[config.mk]
export PLATFORM = sky130hd
export DESIGN_NAME = scroll_ctr_unit
export DESIGN_NICKNAME = d
export VERILOG_FILES = /design/src/rtl/scrl_pkg.sv /design/src/rtl/scrl_hchain.sv /design/src/rtl/scrl_vchain.sv /design/src/rtl/scrl_portinc.sv /design/src/rtl/scrl_addrgen.sv /design/src/rtl/scroll_ctr_unit.sv
export SDC_FILE = /design/constraint.sdc
export NUM_CORES = 1
export LEC_CHECK = 0
export ABC_AREA = 1
export BUFFER_PORTS_ARGS = -buffer_cell sky130_fd_sc_hd__buf_2
export CORE_AREA = 2 2 71 73
export CTS_CLUSTER_DIAMETER = 40
export DETAILED_ROUTE_END_ITERATION = 6
export DIE_AREA = 0 0 73 75
export PLACE_DENSITY = 0.89
export SKIP_LAST_GASP = 1
export SYNTH_ARGS = -nofsm -noshare
export SYNTH_HDL_FRONTEND = slang
export SYNTH_SLANG_ARGS = --single-unit
[constraint.sdc]
create_clock -name clk -period 2.4 [get_ports clk]
set_input_delay 0.72 -clock clk [delete_from_list [all_inputs] [get_ports clk]]
set_output_delay 0.72 -clock clk [all_outputs]
set_load 0.05 [all_outputs]
[src/rtl/scrl_pkg.sv]
package scrl_pkg;
   localparam int CW = 5;
   localparam int FW = 3;
   localparam int SW = FW + 2 + 2 * CW;
   localparam int AW = 2 * CW + 4;

   // Packed order is also the carry order of the data-port chain (lsb first).
   typedef struct packed {
      logic [FW-1:0] fv;
      logic          vs;
      logic          hs;
      logic [CW-1:0] cv;
      logic [CW-1:0] ch;
   } scrl_set_t;
endpackage

[src/rtl/scrl_hchain.sv]
module scrl_hchain
   import scrl_pkg::*;
(
   input  scrl_set_t cur,
   output scrl_set_t nxt
);
   logic [CW:0] sum6;

   always_comb begin
      sum6   = {cur.hs, cur.ch} + {{CW{1'b0}}, 1'b1};
      nxt    = cur;
      nxt.hs = sum6[CW];
      nxt.ch = sum6[CW-1:0];
   end
endmodule

[src/rtl/scrl_vchain.sv]
module scrl_vchain
   import scrl_pkg::*;
#(
   parameter int ROW_WRAP = 30
) (
   input  scrl_set_t cur,
   output scrl_set_t nxt
);
   logic [FW:0] fsum;
   assign fsum = {1'b0, cur.fv} + {{FW{1'b0}}, 1'b1};

   generate
      if (ROW_WRAP == (1 << CW)) begin : g_full
         logic [CW:0] rsum;
         always_comb begin
            rsum   = {1'b0, cur.cv} + {{CW{1'b0}}, fsum[FW]};
            nxt    = cur;
            nxt.fv = fsum[FW-1:0];
            nxt.cv = rsum[CW-1:0];
            nxt.vs = cur.vs ^ rsum[CW];
         end
      end else begin : g_short
         always_comb begin
            nxt    = cur;
            nxt.fv = fsum[FW-1:0];
            if (fsum[FW]) begin
               if (cur.cv == CW'(ROW_WRAP - 1)) begin
                  nxt.cv = '0;
                  nxt.vs = ~cur.vs;
               end else begin
                  nxt.cv = cur.cv + 1'b1;
               end
            end
         end
      end
   endgenerate
endmodule

[src/rtl/scrl_portinc.sv]
module scrl_portinc
   import scrl_pkg::*;
(
   input  scrl_set_t cur,
   input  logic      by32,
   output scrl_set_t nxt
);
   logic [SW-1:0]    flat;
   logic [SW-1:0]    inc1;
   logic [SW-CW-1:0] hi_inc;

   always_comb begin
      flat   = cur;
      inc1   = flat + {{(SW-1){1'b0}}, 1'b1};
      hi_inc = flat[SW-1:CW] + {{(SW-CW-1){1'b0}}, 1'b1};
      nxt    = by32 ? scrl_set_t'({hi_inc, flat[CW-1:0]}) : scrl_set_t'(inc1);
   end
endmodule

[src/rtl/scrl_addrgen.sv]
module scrl_addrgen
   import scrl_pkg::*;
#(
   parameter int          TILE_W   = 8,
   parameter logic [13:0] NT_BASE  = 14'h2000,
   parameter logic [9:0]  ATTR_OFS = 10'h3C0
) (
   input  scrl_set_t         cur,
   input  logic              bg_sel,
   input  logic [TILE_W-1:0] tile_idx,
   output logic [AW-1:0]     nt_addr,
   output logic [AW-1:0]     at_addr,
   output logic [AW-1:0]     pt_addr,
   output logic [AW-1:0]     port_addr
);
   localparam int TSEL = 2 * CW;

   always_comb begin
      nt_addr   = NT_BASE | AW'({cur.vs, cur.hs, cur.cv, cur.ch});
      at_addr   = NT_BASE | AW'({cur.vs, cur.hs, {TSEL{1'b0}}}) | AW'(ATTR_OFS)
                | AW'({cur.cv[CW-1:CW-3], cur.ch[CW-1:CW-3]});
      port_addr = {cur.fv[1:0], cur.vs, cur.hs, cur.cv, cur.ch};
      pt_addr   = AW'({bg_sel, tile_idx, 1'b0, cur.fv});
   end
endmodule

[src/rtl/scroll_ctr_unit.sv]
module scroll_ctr_unit
   import scrl_pkg::*;
#(
   parameter int          ROW_WRAP = 30,
   parameter int          TILE_W   = 8,
   parameter logic [13:0] NT_BASE  = 14'h2000,
   parameter logic [9:0]  ATTR_OFS = 10'h3C0
) (
   input  logic              clk,
   input  logic              rst_n,
   input  logic              tmp_wr,
   input  logic [SW-1:0]     tmp_in,
   input  logic              fh_wr,
   input  logic [FW-1:0]     fh_in,
   input  logic              tmp_clr,
   input  logic              copy_all,
   input  logic              copy_h,
   input  logic              step_h,
   input  logic              step_v,
   input  logic              step_port,
   input  logic              port_by32,
   input  logic              bg_sel,
   input  logic [TILE_W-1:0] tile_idx,
   output logic [AW-1:0]     nt_addr,
   output logic [AW-1:0]     at_addr,
   output logic [AW-1:0]     pt_addr,
   output logic [AW-1:0]     port_addr,
   output logic [FW-1:0]     fine_h
);
   generate
      if (ROW_WRAP < 2 || ROW_WRAP > (1 << CW)) begin : g_bad_wrap
         $error("ROW_WRAP out of range");
      end
      if (TILE_W + FW + 2 > AW) begin : g_bad_tile
         $error("TILE_W too wide for pattern address");
      end
   endgenerate

   scrl_set_t live_q, tmp_q, live_d;
   scrl_set_t h_nxt, v_nxt, p_nxt, hv_nxt;
   logic [FW-1:0] fh_q;

   scrl_hchain u_h (.cur(live_q), .nxt(h_nxt));
   scrl_vchain #(.ROW_WRAP(ROW_WRAP)) u_v (.cur(live_q), .nxt(v_nxt));
   scrl_portinc u_p (.cur(live_q), .by32(port_by32), .nxt(p_nxt));

   // Column and row steps touch disjoint fields, so both may apply at once.
   always_comb begin
      hv_nxt = live_q;
      if (step_h) begin
         hv_nxt.hs = h_nxt.hs;
         hv_nxt.ch = h_nxt.ch;
      end
      if (step_v) begin
         hv_nxt.fv = v_nxt.fv;
         hv_nxt.vs = v_nxt.vs;
         hv_nxt.cv = v_nxt.cv;
      end
   end

   always_comb begin
      live_d = live_q;
      if (copy_all) begin
         live_d = tmp_q;
      end else if (copy_h) begin
         live_d.hs = tmp_q.hs;
         live_d.ch = tmp_q.ch;
      end else if (step_port) begin
         live_d = p_nxt;
      end else begin
         live_d = hv_nxt;
      end
   end

   always_ff @(posedge clk) begin
      if (!rst_n) begin
         live_q <= '0;
         tmp_q  <= '0;
         fh_q   <= '0;
      end else begin
         live_q <= live_d;
         if (tmp_clr) begin
            tmp_q <= '0;
            fh_q  <= '0;
         end else begin
            if (tmp_wr) tmp_q <= scrl_set_t'(tmp_in);
            if (fh_wr)  fh_q  <= fh_in;
         end
      end
   end

   assign fine_h = fh_q;

   scrl_addrgen #(
      .TILE_W(TILE_W), .NT_BASE(NT_BASE), .ATTR_OFS(ATTR_OFS)
   ) u_a (
      .cur(live_q), .bg_sel(bg_sel), .tile_idx(tile_idx),
      .nt_addr(nt_addr), .at_addr(at_addr), .pt_addr(pt_addr), .port_addr(port_addr)
   );
endmodule

# After elaboration in Yosys (flattened, before gate mapping)
# Cells that the tools add are included.
[classes] addsub=5 n_eq_ne=3 n_mux=15 bitwise=3 n_reduce_logical=9
[ops] cell="$mux W15" count=3
[ops] cell="$mux W5" count=6
[ops] cell="$add A15 B1 Y15 const B" count=1
[ops] cell="$or A14 B6 Y14" count=1
[ops] cell="$add A10 B1 Y10 const B" count=1
[ops] cell="$reduce_bool A3 Y1" count=3
[ops] cell="$mux W4" count=2
[ops] cell="$add A6 B1 Y6 const B" count=1
[ops] cell="$add A5 B1 Y5 const B" count=1
[ops] cell="$eq A5 B5 Y1 const B" count=1
[ops] cell="$add A3 B1 Y4 const B" count=1
[ops] cell="$mux W1" count=4
[ops] cell="$ne A4 B4 Y1 const B" count=1
[ops] cell="$reduce_and A2 Y1" count=2
[ops] cell="$reduce_and A4 Y1" count=1
[ops] cell="$reduce_bool A4 Y1" count=1
[ops] cell="$reduce_and A3 Y1" count=1
[ops] cell="$ne A2 B2 Y1 const B" count=1
[ops] cell="$not A1 Y1" count=2
[ops] cell="$reduce_or A2 Y1" count=1
[word_totals] register_bits=33 input_bits=38 out_inout_bits=59

# Longest topological paths before layout
[depth] word_depth=7 depth_mapped=10 depth_no_buf=10

# Cells and area by module
# From an unflattened synthesis, not the netlist that was laid out.
[unflattened] cells_unflattened=469 area_unflattened_um2=2976.6
[modules_own_cells] mod="scroll_ctr_unit" instances=1 cells_per_inst=247 area_per_inst_um2=1620.3 seq_area_each_um2=660.6
[modules_own_cells] mod="scrl_portinc" instances=1 cells_per_inst=91 area_per_inst_um2=486.7 seq_area_each_um2=0.0
[modules_own_cells] mod="scrl_addrgen" instances=1 cells_per_inst=58 area_per_inst_um2=427.9 seq_area_each_um2=0.0
[modules_own_cells] mod="scrl_vchain" instances=1 cells_per_inst=47 area_per_inst_um2=277.8 seq_area_each_um2=0.0
[modules_own_cells] mod="scrl_hchain" instances=1 cells_per_inst=26 area_per_inst_um2=163.9 seq_area_each_um2=0.0

# Worst setup path before layout
# No wires, ideal clock.
[synth_timing] path_type="flip-flop to flip-flop" from="register live_q[6] (netlist name)" to="register live_q[11] (netlist name)" arrival_ps=1763 t_required_ps=2283 path_slack_ps=520 stages_incl_launch_ff=10 n_path_buf=0 synth_period_minus_slack_ps=1880 cell_sequence="dfxtp_1 ha_1 nand3_1 or2_1 nand2_1 nand2_1 nand2_1 nand3_1 nand2_1 a21oi_1"
[synth_between] elab_chain_len=5
[synth_rtl] item="start: declaration" line="scroll_ctr_unit.sv:39" text="scrl_set_t live_q, tmp_q, live_d;"
[synth_rtl] item="start signal: assignment" line="scroll_ctr_unit.sv:81" text="live_q <= live_d;"
[synth_rtl] item="$add A15 B1 Y15 or $add A10 B1 Y10 (tied branches)" line="scrl_portinc.sv:14, scrl_portinc.sv:15"
[synth_rtl] item="$mux W15" line="scrl_portinc.sv:16" text="nxt = by32 ? scrl_set_t'({hi_inc, flat[CW-1:0]}) : scrl_set_t'(inc1);"
[synth_rtl] item="$mux W15" line="scroll_ctr_unit.sv:68" text="end else if (step_port) begin"
[synth_rtl] item="$mux W4" line="scroll_ctr_unit.sv:65" text="end else if (copy_h) begin"
[synth_rtl] item="$mux W15" line="scroll_ctr_unit.sv:63" text="if (copy_all) begin"
# Several ways; a longest one is shown, not always the timed one. The select of a mux whose other input is x is not followed.
# A chain may end at the register's enable or synchronous reset.

# Final worst setup path
[layout_timing] from="register live_q[7] (netlist name)" to="output port port_addr[7]"
[layout_lines] item="end: declaration" line="scroll_ctr_unit.sv:27" text="output logic [AW-1:0] port_addr,"
# No word-level cell between the ends.

==> out/qor.csv <==
stage;metric;value;unit
clock_tree;insertion_delay;0.30;ns
synthesis;synth_most_common_cell;nand2_1;
drt;drtPass1Iterations;6;
placed_design;hpwl;3.81;mm
sta;setup_violations;0;
floorplan;start_util;46.9;%
synthesis;synth.avg_cell_area;6.85;um^2
sta;finalHoldViolations;0;
worst_hold_path;hold_path_class;register to register;
setup_path;crit_arrival;1.23;ns
clock_tree;ctsHoldBuffers;0;
global_routing;grt_max_degree;20;
finish;nets;396;
global_routing;track_usage;19.2;%
floorplan;die_y;75;um
floorplan;die_area;0.00548;mm^2
sta;finClkSkew;0.00696;ns
global_routing;grt_pass1_wl;8.20;mm
floorplan;rows;25;
clock_tree;clk_pin_slew;0.07;ns
synthesis;async_reset_ff_share;0;%
outcome;status;finished, final reports clean;
global_routing;antenna_found_initial;0;
setup_path;crit_family;flip-flops;
placed_design;gp_congestion;0.887;
synthesis;synth_edf_count;0;
sta;slew_headroom;61.7;%
finish;layout-drive-gt1-share;26.5;%
setup_path;cp-start-kind;register;
clock_tree;cts_resized;0;
setup_path;cpPeakStageDelay;0.59;ns
drt;ant_nets;0;
sta;tns;0;ns
clock_tree;root_buffer;clkbuf_8;
synthesis;syn_inst;319;
synthesis;synth_top_flop_cell;dfxtp_1;
sta;finalMaxSlewViolations;0;
synthesis;yosysSeqAreaShare;30.2;%
global_routing;grt_remaining_overflow;0;
setup_path;crit_type;register to output port;
setup_path;crit_slowest_cell;dfxtp_1;
clock_tree;cts_tree;done;
setup_path;cp_data_required_time;1.68;ns
drt;drc_errors;0;
sta;layout_min_cycle_time;1.95;ns
synthesis;yosys-top-cells-count;nand2_1 (72), buf_4 (42), a21oi_1 (34), dfxtp_1 (33), inv_1 (25);
setup_path;path_buf_inv;1;
setup_path;crit_path_max_fanout;14;
clock_tree;post_cts_buffers;0;
finish;fillers;465;
clock_tree;cts_buffers;5;
drt;via_count;2138;
floorplan;die_w;73;um
clock_tree;numClockSinks;33;
synthesis;ys_warn_count;0;
synthesis;synth_top_cell_by_area;dfxtp_1;
flow_run;maxCapViolCount;0;
pwr;cellPowerDensity;580;mW/mm^2
floorplan;io_pins;97;
synthesis;synth_top_area_share;30.2;%
finish;n_antenna_cell;0;
clock_tree;cts.htree.levels;2;
drt;drt_iter0_drc;240;
sta;fmax;513;MHz
synthesis;synth-seq-cells;33;
clock_tree;clk_path_buf_depth;2;
drt;vias_per_cell;5.23;
pwr;ir_drop;0.420;mV
synthesis;synth_area_leaders;dfxtp_1 (30%), buf_4 (14%), nand2_1 (12%);
sta;period_share;81.2;%
synthesis;synth_cell_type_count;36;
floorplan;core;0.00466;mm^2
drt;wl_per_cell;12.2;um
placed_design;port_buffers;68;
finish;syn_to_final_growth;7.56;%
setup_path;crit_chain;buf_2;
pwr;leakagePower;0.00112;uW
global_routing;grt_pass1_vias;1892;
synthesis;syn_area;0.00219;mm^2
sta;worstMarginPinSlew;0.574;ns
sta;rsz0062_at_grt;no;
setup_path;end_kind;output port;
sta;holdWs;0.465;ns
drt;wl;4.99;mm
## cells by family after synthesis
family,synth area share [%]
and+or+nand+nor,25.5
buffers and inverters,21.6
AOI/OAI and AO/OA,19.6
DFF,30.2
adders and majority gates,2.29
other,0.344
xor gates and xnor gates,0.401
## layer usage
layer	vias to the layer above	global-route usage [%]	share of wire, %
li1	1062	-	-
met1	954	22.6	42
met2	112	32.8	48
met3	10	4.55	8.4
met4	0	9.26	1.6
met5	-	0	0
## sequential cells by signal, summed over array words and instances (netlist names)
| signal | count |
|---|---|
| live_q | 15 |
| tmp_q | 15 |
| fine_h | 3 |
## worst paths after layout
path | startpoint | endpoint | slack (ns) | cells after the start
worst max-delay path | live_q[7] | port_addr[7] | 0.45 | 1
worst min register to register | fine_h[1] | fine_h[1] | 0.46 | 2
worst min-delay path | fine_h[1] | fine_h[1] | 0.46 | 2
worst max register to register | live_q[6] | live_q[5] | 0.60 | 9
## area by class of cell
| cell class | count | area (um^2) | share of cell area (%) |
|---|---|---|---|
| multi-input combinational | 215 | 1080 | 46.1 |
| sequential | 33 | 661 | 28.1 |
| timing repair buffer | 68 | 340 | 14.5 |
| inverter | 31 | 116 | 4.95 |
| clock buffer | 6 | 72.6 | 3.09 |
| tap | 54 | 67.6 | 2.87 |
| clock inverter | 2 | 10.0 | 0.426 |
## through the flow
step	setup slack [ns]	area, um^2	utilization (%)	power [uW]	std cells
4_1_cts	0.460	2350	50.4	1370	409
6_report	0.451	2350	50.4	1360	409
3_3_place_gp	0.519	2270	48.7	953	401
5_1_grt	0.399	2350	50.4	1430	409
2_1_floorplan	0.520	2220	-	956	327
3_5_place_dp	0.455	2270	48.7	960	401
## report_power, final
group	switching (uW)	internal, uW
Sequential	32.7	571
Clock	210	201
Combinational	265	82.9
Total	508	855
## layout by cell type (no fill, tap or decap), types with 2 or more instances in the layout
cell type	instances
inv_2	5
a21oi_1	34
buf_2	68
inv_1	25
dfxtp_1	33
a22oi_1	3
o21ai_0	20
clkinv_2	2
ha_1	4
a211oi_1	4
nand3_2	3
nand4_1	2
o22ai_1	2
nand3_1	20
nor2_1	20
conb_1	10
nand2_1	72
or2_1	2
nand2_2	5
clkbuf_8	5
No activity file was read; power rests on OpenSTA's default activity.
